### src/rtl/atc_pkg.sv
`timescale 1ns/1ps
package atc_pkg;

  localparam int PAGE_W = 24;

  localparam logic [15:0] ST_BUSERR = 16'h8000;
  localparam logic [15:0] ST_SUPER  = 16'h2000;
  localparam logic [15:0] ST_WPROT  = 16'h0800;
  localparam logic [15:0] ST_INVAL  = 16'h0400;
  localparam logic [15:0] ST_MOD    = 16'h0200;

  typedef struct packed {
    logic              valid;
    logic [2:0]        fc;
    logic [PAGE_W-1:0] page;
  } atc_tag_t;

  typedef struct packed {
    logic              be;
    logic              wp;
    logic              mod;
    logic [PAGE_W-1:0] ppage;
  } atc_data_t;

  // effective page shift: field 23:20, floor of 8
  function automatic logic [3:0] eff_shift(input logic [31:0] ctl);
    logic [3:0] s;
    s = ctl[23:20];
    return (s < 4'd8) ? 4'd8 : s;
  endfunction

  // page number: address bits 31:8 with the in-page part cleared
  function automatic logic [PAGE_W-1:0] page_of(input logic [31:0] a, input logic [3:0] ps);
    logic [31:0] keep;
    keep = 32'hFFFF_FFFF << (ps - 4'd8);
    return a[31:8] & keep[PAGE_W-1:0];
  endfunction

  function automatic logic [31:0] offset_mask(input logic [3:0] ps);
    return (32'h1 << ps) - 32'h1;
  endfunction

  function automatic logic [31:0] phys_of(input atc_data_t d, input logic [31:0] la,
                                          input logic [3:0] ps);
    return {d.ppage, 8'h00} | (la & offset_mask(ps));
  endfunction

  function automatic logic [15:0] hit_status(input atc_data_t d);
    logic [15:0] st;
    st = 16'h0000;
    if (d.mod) st = st | ST_MOD;
    if (d.wp)  st = st | ST_WPROT;
    if (d.be)  st = st | ST_BUSERR | ST_INVAL;
    return st;
  endfunction

  function automatic atc_data_t make_data(input logic [31:0] pa, input logic [15:0] walk_st,
                                          input logic wr, input logic [3:0] ps);
    atc_data_t d;
    d.be    = |(walk_st & (ST_BUSERR | ST_INVAL | ST_SUPER));
    d.wp    = |(walk_st & ST_WPROT);
    d.mod   = wr & ~d.wp;
    d.ppage = page_of(pa, ps);
    return d;
  endfunction

endpackage

### src/rtl/atc_match.sv
`timescale 1ns/1ps
module atc_match
  import atc_pkg::*;
#(
  parameter  int ENTRIES = 22,
  localparam int IDX_W   = (ENTRIES > 1) ? $clog2(ENTRIES) : 1
) (
  input  atc_tag_t           tags [ENTRIES],
  input  atc_tag_t           probe,
  output logic [ENTRIES-1:0] hit_vec,
  output logic               any,
  output logic [IDX_W-1:0]   idx
);

  for (genvar g = 0; g < ENTRIES; g++) begin : g_cmp
    assign hit_vec[g] = tags[g].valid && (tags[g] == probe);
  end

  assign any = |hit_vec;

  // lowest matching index wins
  always_comb begin
    idx = '0;
    for (int i = ENTRIES - 1; i >= 0; i--) begin
      if (hit_vec[i]) idx = IDX_W'(i);
    end
  end

endmodule

### src/rtl/atc_victim.sv
`timescale 1ns/1ps
module atc_victim #(
  parameter  int ENTRIES = 22,
  localparam int IDX_W   = (ENTRIES > 1) ? $clog2(ENTRIES) : 1
) (
  input  logic [ENTRIES-1:0] valid_vec,
  input  logic [IDX_W-1:0]   rr_q,
  output logic [IDX_W-1:0]   slot,
  output logic               full
);

  logic [IDX_W-1:0] free_idx;

  always_comb begin
    free_idx = '0;
    for (int i = ENTRIES - 1; i >= 0; i--) begin
      if (!valid_vec[i]) free_idx = IDX_W'(i);
    end
  end

  assign full = &valid_vec;
  assign slot = full ? rr_q : free_idx;

endmodule

### src/rtl/atc_flush_filter.sv
`timescale 1ns/1ps
module atc_flush_filter
  import atc_pkg::*;
#(
  parameter int ENTRIES = 22
) (
  input  atc_tag_t           tags [ENTRIES],
  input  logic               by_page,
  input  logic [2:0]         fc,
  input  logic [2:0]         mask,
  input  logic [PAGE_W-1:0]  page,
  output logic [ENTRIES-1:0] kill
);

  for (genvar g = 0; g < ENTRIES; g++) begin : g_flt
    logic fc_ok;
    logic pg_ok;
    assign fc_ok   = (tags[g].fc & mask) == (fc & mask);
    assign pg_ok   = !by_page || (tags[g].page == page);
    assign kill[g] = tags[g].valid && fc_ok && pg_ok;
  end

endmodule

### src/rtl/atc_cache.sv
`timescale 1ns/1ps
module atc_cache
  import atc_pkg::*;
#(
  parameter  int ENTRIES = 22,
  localparam int IDX_W   = (ENTRIES > 1) ? $clog2(ENTRIES) : 1
) (
  input  logic        clk,
  input  logic        rst_n,
  input  logic [31:0] ctl_word,
  input  logic        lk_valid,
  input  logic [31:0] lk_laddr,
  input  logic [2:0]  lk_fc,
  input  logic        lk_write,
  input  logic        fill_valid,
  input  logic [31:0] fill_laddr,
  input  logic [31:0] fill_paddr,
  input  logic [2:0]  fill_fc,
  input  logic        fill_write,
  input  logic [15:0] fill_status,
  input  logic        flush_all,
  input  logic        flush_sel,
  input  logic        flush_by_page,
  input  logic [2:0]  flush_fc,
  input  logic [2:0]  flush_mask,
  input  logic [31:0] flush_laddr,
  output logic        res_valid,
  output logic        res_hit,
  output logic [31:0] res_paddr,
  output logic [15:0] res_status
);

  atc_tag_t  tag_q  [ENTRIES];
  atc_data_t data_q [ENTRIES];

  logic [3:0]         ps;
  logic [ENTRIES-1:0] valid_vec;
  logic [IDX_W-1:0]   rr_q;

  assign ps = eff_shift(ctl_word);

  for (genvar g = 0; g < ENTRIES; g++) begin : g_vld
    assign valid_vec[g] = tag_q[g].valid;
  end

  // ---------------- lookup match ----------------
  atc_tag_t           lk_probe;
  logic [ENTRIES-1:0] lk_vec;
  logic               lk_any;
  logic [IDX_W-1:0]   lk_idx;

  always_comb begin
    lk_probe.valid = 1'b1;
    lk_probe.fc    = lk_fc;
    lk_probe.page  = page_of(lk_laddr, ps);
  end

  atc_match #(.ENTRIES(ENTRIES)) u_lk_match (
    .tags    (tag_q),
    .probe   (lk_probe),
    .hit_vec (lk_vec),
    .any     (lk_any),
    .idx     (lk_idx)
  );

  atc_data_t lk_data;
  logic      lk_kill;
  logic      lk_hit;

  assign lk_data = data_q[lk_idx];
  assign lk_kill = lk_valid && lk_write && lk_any && !lk_data.mod;
  assign lk_hit  = lk_any && !lk_kill;

  // ---------------- fill placement ----------------
  atc_tag_t           fill_tag;
  atc_data_t          fill_data;
  logic [ENTRIES-1:0] fill_vec;
  logic               fill_dup;
  logic [IDX_W-1:0]   fill_dup_idx;
  logic [IDX_W-1:0]   victim_slot;
  logic               victim_full;

  always_comb begin
    fill_tag.valid = 1'b1;
    fill_tag.fc    = fill_fc;
    fill_tag.page  = page_of(fill_laddr, ps);
  end

  assign fill_data = make_data(fill_paddr, fill_status, fill_write, ps);

  atc_match #(.ENTRIES(ENTRIES)) u_fill_match (
    .tags    (tag_q),
    .probe   (fill_tag),
    .hit_vec (fill_vec),
    .any     (fill_dup),
    .idx     (fill_dup_idx)
  );

  atc_victim #(.ENTRIES(ENTRIES)) u_victim (
    .valid_vec (valid_vec),
    .rr_q      (rr_q),
    .slot      (victim_slot),
    .full      (victim_full)
  );

  // ---------------- flush ----------------
  logic [ENTRIES-1:0] sel_kill;
  logic [ENTRIES-1:0] kill_vec;
  logic               flush_any;
  logic               fill_go;
  logic               rr_step;
  logic [IDX_W-1:0]   fill_slot;

  atc_flush_filter #(.ENTRIES(ENTRIES)) u_flush (
    .tags    (tag_q),
    .by_page (flush_by_page),
    .fc      (flush_fc),
    .mask    (flush_mask),
    .page    (page_of(flush_laddr, ps)),
    .kill    (sel_kill)
  );

  assign flush_any = flush_all || flush_sel;
  assign kill_vec  = flush_all ? {ENTRIES{1'b1}} : (flush_sel ? sel_kill : '0);
  assign fill_go   = fill_valid && !flush_any;
  assign fill_slot = fill_dup ? fill_dup_idx : victim_slot;
  assign rr_step   = fill_go && !fill_dup && victim_full;

  // ---------------- storage ----------------
  always_ff @(posedge clk) begin
    if (!rst_n) begin
      for (int i = 0; i < ENTRIES; i++) begin
        tag_q[i]  <= '0;
        data_q[i] <= '0;
      end
    end else begin
      for (int i = 0; i < ENTRIES; i++) begin
        if (fill_go && (fill_slot == IDX_W'(i))) begin
          tag_q[i]  <= fill_tag;
          data_q[i] <= fill_data;
        end else if (kill_vec[i] || (lk_kill && (lk_idx == IDX_W'(i)))) begin
          tag_q[i].valid <= 1'b0;
        end
      end
    end
  end

  always_ff @(posedge clk) begin
    if (!rst_n) begin
      rr_q <= '0;
    end else if (flush_all) begin
      rr_q <= '0;
    end else if (rr_step) begin
      rr_q <= (rr_q == IDX_W'(ENTRIES - 1)) ? '0 : rr_q + 1'b1;
    end
  end

  // ---------------- registered result ----------------
  always_ff @(posedge clk) begin
    if (!rst_n) begin
      res_valid  <= 1'b0;
      res_hit    <= 1'b0;
      res_paddr  <= '0;
      res_status <= '0;
    end else begin
      res_valid <= lk_valid;
      if (lk_valid) begin
        res_hit    <= lk_hit;
        res_paddr  <= lk_hit ? phys_of(lk_data, lk_laddr, ps) : 32'h0;
        res_status <= lk_hit ? hit_status(lk_data) : ST_INVAL;
      end
    end
  end

endmodule

### config.mk
export PLATFORM = sky130hd
export DESIGN_NAME = atc_cache
export DESIGN_NICKNAME = d
export VERILOG_FILES = /design/src/rtl/atc_pkg.sv /design/src/rtl/atc_match.sv /design/src/rtl/atc_victim.sv /design/src/rtl/atc_flush_filter.sv /design/src/rtl/atc_cache.sv
export SDC_FILE = /design/constraint.sdc
export NUM_CORES = 2
export LEC_CHECK = 0
export BUFFER_PORTS_ARGS = -buffer_cell sky130_fd_sc_hd__buf_2
export CAP_MARGIN = 30
export CELL_PAD_IN_SITES_DETAIL_PLACEMENT = 1
export CELL_PAD_IN_SITES_GLOBAL_PLACEMENT = 2
export CORE_MARGIN = 2
export CORE_UTILIZATION = 35
export CTS_CLUSTER_SIZE = 14
export DETAILED_ROUTE_END_ITERATION = 12
export GPL_TIMING_DRIVEN = 1
export PLACE_DENSITY_LB_ADDON = 0.1
export SLEW_MARGIN = 30
export SYNTH_ARGS = -nofsm -noshare
export SYNTH_HDL_FRONTEND = slang
export SYNTH_SLANG_ARGS = --single-unit
export TNS_END_PERCENT = 20
### constraint.sdc
create_clock -name clk -period 11.18 [get_ports clk]
set_input_delay 2.236 -clock clk [delete_from_list [all_inputs] [get_ports clk]]
set_output_delay 2.236 -clock clk [all_outputs]
set_load 0.02 [all_outputs]
==> impl.org <==
** Synthesis
- Post-synthesis cell count :: 7737
- Fraction of registers with async set or reset after synthesis :: 0
- Number of warnings issued by yosys :: 0
- Top cells by instance count after synthesis :: nor2_1, xor2_1, dfxtp_1
- Of the post-synthesis cell area, the dominant cell type holds 0.243.
- Yosys mapped a number of flops with a built-in enable equal to 594.
- The most used flip-flop cell after synthesis is dfxtp_1.
- Post-synthesis cell area :: 73400 um^2
- Among all cell types in the netlist, the one instantiated most often is nor2_1.
- Area contributors post-synth :: edfxtp_1, dfxtp_1, xor2_1
- After synthesis the netlist holds a flip-flop and latch count of 1253.
- For this run, the register share of the synthesized area comes to 0.423.
- edfxtp_1 takes more of the synthesized area than any other cell.
- Synthesis instantiated 90 different standard cells from the library.
- Average instance area after synthesis :: 9.49 um^2

** Power
- Proportion of total power due to net switching :: 0.288
- Clock power share :: 0.453
- Fraction of power consumed by sequential logic :: 0.432
- Comb power frac :: 0.115
- IR drop worst, VDD :: 0.000155 V
- P_sw :: 3.29 mW
- Cell internal power was estimated by the tool at 8.13 mW.
- Power per cell area :: 137 nW/um^2
- Summed over all cells, the static leakage comes to 35.3 nW.

** Critical path
- Of all nets on the critical path, the largest fanout is 13.
- The worst register-to-register path has a depth of 15.
- STA classifies the critical path endpoint as a flip-flop.
- Crit Reg-Reg Endpoint :: data_q[9][20]
- On the worst path, the slowest cell contributes a delay of 0.96 ns.
- The worst setup path is of the primary input to flip-flop kind.
- For flop-to-flop paths, the worst setup slack is 4.51 ns.
- At the worst endpoint, the arrival time is 9.63 ns.
- At the worst endpoint, the required time is 11.85 ns.
- Crit-path slowest cell :: nor4_2
- FF-to-FF Start :: tag_q[251]
- The worst setup path is launched from a primary input.
- Traced cell by cell, the critical path runs through buf_2 -> nand2_1 -> and2b_1 -> inv_2 -> nand2_2 -> buf_4 -> xor2_1 -> nand4_1 -> nor4_2 -> o211ai_1 -> a221oi_1 -> o21ai_0 -> nand2b_2 -> o221ai_1 -> a311oi_1 -> a21boi_4 -> o21ai_0 -> a221oi_1.

** Floorplan
- For this configuration, the core starts out at a cell density of 0.351.
- Die Area :: 213000 um^2
- Chip Height :: 462 um
- Area of the placeable core :: 209000 um^2
- Horiz. Die Dim :: 462 um
- In this run the count of I/O pins placed on the die edge is 247.
- Row generation in the floorplan step produced 168 rows.

** CTS
- The clock passes through at most 3 buffers.
- Maximum level of the CTS H-tree :: 4
- Post-CTS timing repair inserted 0 buffers for setup.
- CTS placed an instance of clkbuf_16 at the clock tree root.
- After clock tree synthesis, the clock-pin slew on the worst setup and hold paths is 0.06 ns.
- Counting the buffers created by CTS gives 155.
- Clock tree from TritonCTS :: yes
- At the later pin of the worst-skew pair, clock insertion delay measures 0.86 ns.
- Number of hold buffers added after cts :: 0
- Post_cts resized :: 0
- CTS saw 1253 sinks.

** Final layout
- The net count of the finished layout is 7966.
- Fill cells :: 23500
- Synth-to-Final Area Change :: 13.8%
- Of the cells placed in the final design, the portion with a size suffix greater than 1 is 0.112.
- With fillers left out, the area of the finished cells amounts to 83600 um^2.

** Routing
- The final route contains 63200 vias.
- Number of DRC violations after detailed-routing iteration 0 :: 6111
- Detail-routed net length per standard cell :: 35.9 um
- Final antenna-violating net count :: 0
- In the routed layout, each cell is associated on average with a via count of 5.91.
- DRC violation count after routing :: 0
- The pre-antenna-repair detailed-routing pass consisted of 5 iterations.
- The final layout contains routed wiring with a total length of 384000 um.

** STA
- Clock skew on the completed layout was measured at 0.0519 ns.
- Number of slew-limit violations in the final report :: 0
- Setup violations remaining at the end of the flow were counted as 0.
- Achievable frequency :: 112 MHz
- Crit path time final :: 8.95 ns
- Fraction of the cycle the final worst path needs :: 0.801
- At the pin with the least slew margin, the transition time is 1.20 ns.
- Final total negative setup slack :: 0 ns
- Setup repair after global routing missed its margin :: no
- Hold Vio Cnt, Final :: 0
- Slew Limit Headroom :: 0.190

** Outcome
- Result of the run :: finished, final reports clean

** Global routing
- For this run the aggregate overflow at the end of global routing stands at 0.
- Number of antenna violations at the first check in global routing :: 17
- Entering global routing, the biggest net connects 178 pins.
- In the global route stage, overall resource usage came out at 0.352.
- First-pass GRT wire length :: 522000 um
- The via count of the first global-routing pass is 62600.

** Flow run
- The tool flagged a number of max-cap violations equal to 0.

** Place
- Port buffering added 170 buffers.
- The congestion estimate from routability-driven global placement came to 0.955.
- Post-DP HPWL :: 259000 um
- The placed instances occupy a cell area of 78300 um^2.

** Min path
- Class of the worst hold path :: flip-flop to flip-flop
- In this run the most critical hold path is launched from res_paddr[7].
- For hold timing, the worst endpoint is res_paddr[7].
- Worst hold path stage count :: 1
## routing by layer
metal,track usage,up-vias,wire [um]
li1,-,27100,-
met1,0.444,32800,158000
met2,0.581,2547,179000
met3,0.0564,813,24100
met4,0.177,12,22300
met5,0,-,81
## critical path: cells and delay by family
kind                      cells  cell delay [ns]
AOI/OAI and AO/OA             8             3.61
xor gates and xnor gates      1             0.18
buffers and inverters         3             0.84
and+or+nand+nor               6             2.67
## sequential cells by signal, indices dropped and copies added (netlist names)
signal      flops
tag_q         616
rr_q            5
res_paddr      32
data_q        594
res_hit         1
res_valid       1
res_status      4
## per-stage QoR
stage,power (mW),worst slack (ns),util,hold WS (ns),instances
after global routing,11.7,2.21,0.399,0.482,10700
final,11.4,2.23,0.400,0.462,10700
after detailed placement,6.31,1.73,0.374,0.451,10400
after global placement,6.29,1.81,0.374,0.442,10400
after floorplan,5.69,3.98,-,0.482,7748
after CTS,11.5,2.60,0.399,0.465,10700
## worst max-delay path by stage
stage	cells after the start	startpoint	end	slack, ns
after CTS	18	ctl_word[22]	tag_q[251]	2.60
after floorplan	19	fill_laddr[31]	data_q[17][0]	3.98
after global placement	18	ctl_word[23]	tag_q[251]	1.81
after global routing	18	ctl_word[22]	res_paddr[14]	2.21
final	18	ctl_word[22]	res_paddr[26]	2.23
after detailed placement	18	ctl_word[22]	tag_q[251]	1.73
## power groups by stage
stage / clock [mW] / sequential [mW] / combinational (mW)
after floorplan: 0 / 5.02 / 0.664
after global placement: 0 / 5.03 / 1.26
after detailed placement: 0 / 5.03 / 1.28
after CTS: 5.25 / 4.94 / 1.28
after global routing: 5.42 / 4.94 / 1.34
final: 5.18 / 4.94 / 1.31
## cell families (layout without fill, tap and decap cells)
logic type / count (synthesis) / in the layout / share of synthesized area
fa+ha+maj: 3 / 3 / 0.000511
buf+inv: 684 / 831 / 0.0387
mux: 629 / 629 / 0.0858
xor+xnor: 1779 / 1779 / 0.212
flops: 1253 / 1253 / 0.423
simple gates: 2775 / 2775 / 0.180
compound gates: 613 / 613 / 0.0597
other cells: 1 / 16 / 0.0000511
## placed cells by master (no fill, tap or decap), drive strengths merged, types with 11 or more instances in the layout
master | synthesis | routed
o22a | 24 | 24
o41ai | 24 | 24
conb | 1 | 12
clkinv | 1 | 45
a21oi | 51 | 51
and3 | 28 | 28
mux2i | 625 | 625
or3b | 11 | 11
or3 | 27 | 27
o211ai | 31 | 31
a22oi | 31 | 31
o221a | 22 | 22
nand4 | 231 | 231
nand4b | 16 | 16
clkbuf | 375 | 227
and2 | 33 | 33
nand2b | 24 | 24
o22ai | 145 | 145
nand2 | 300 | 300
nor3 | 172 | 172
nor2b | 31 | 31
nand3 | 135 | 135
dfxtp | 659 | 659
a221oi | 21 | 21
buf | 254 | 490
a32o | 11 | 11
xnor2 | 633 | 633
o21ai | 102 | 102
and4 | 13 | 13
or2 | 17 | 17
o221ai | 37 | 37
nor4 | 309 | 309
nor3b | 14 | 14
edfxtp | 594 | 594
nor2 | 1325 | 1325
xor2 | 1146 | 1146
inv | 54 | 60
or4 | 51 | 51
## layout make-up
| cell class | count | area [um^2] | share of cell area |
|---|---|---|---|
| Antenna cell | 4 | 10.0 | 0.000120 |
| Clock buffer | 227 | 4390 | 0.0525 |
| Clock inverter | 59 | 748 | 0.00895 |
| Inverter | 55 | 214 | 0.00256 |
| Multi-Input combinational cell | 5811 | 40100 | 0.480 |
| Sequential cell | 1253 | 31000 | 0.371 |
| Tap cell | 2805 | 3510 | 0.0420 |
| Timing Repair Buffer | 490 | 3550 | 0.0425 |
Power figures use the tool's default switching activity.
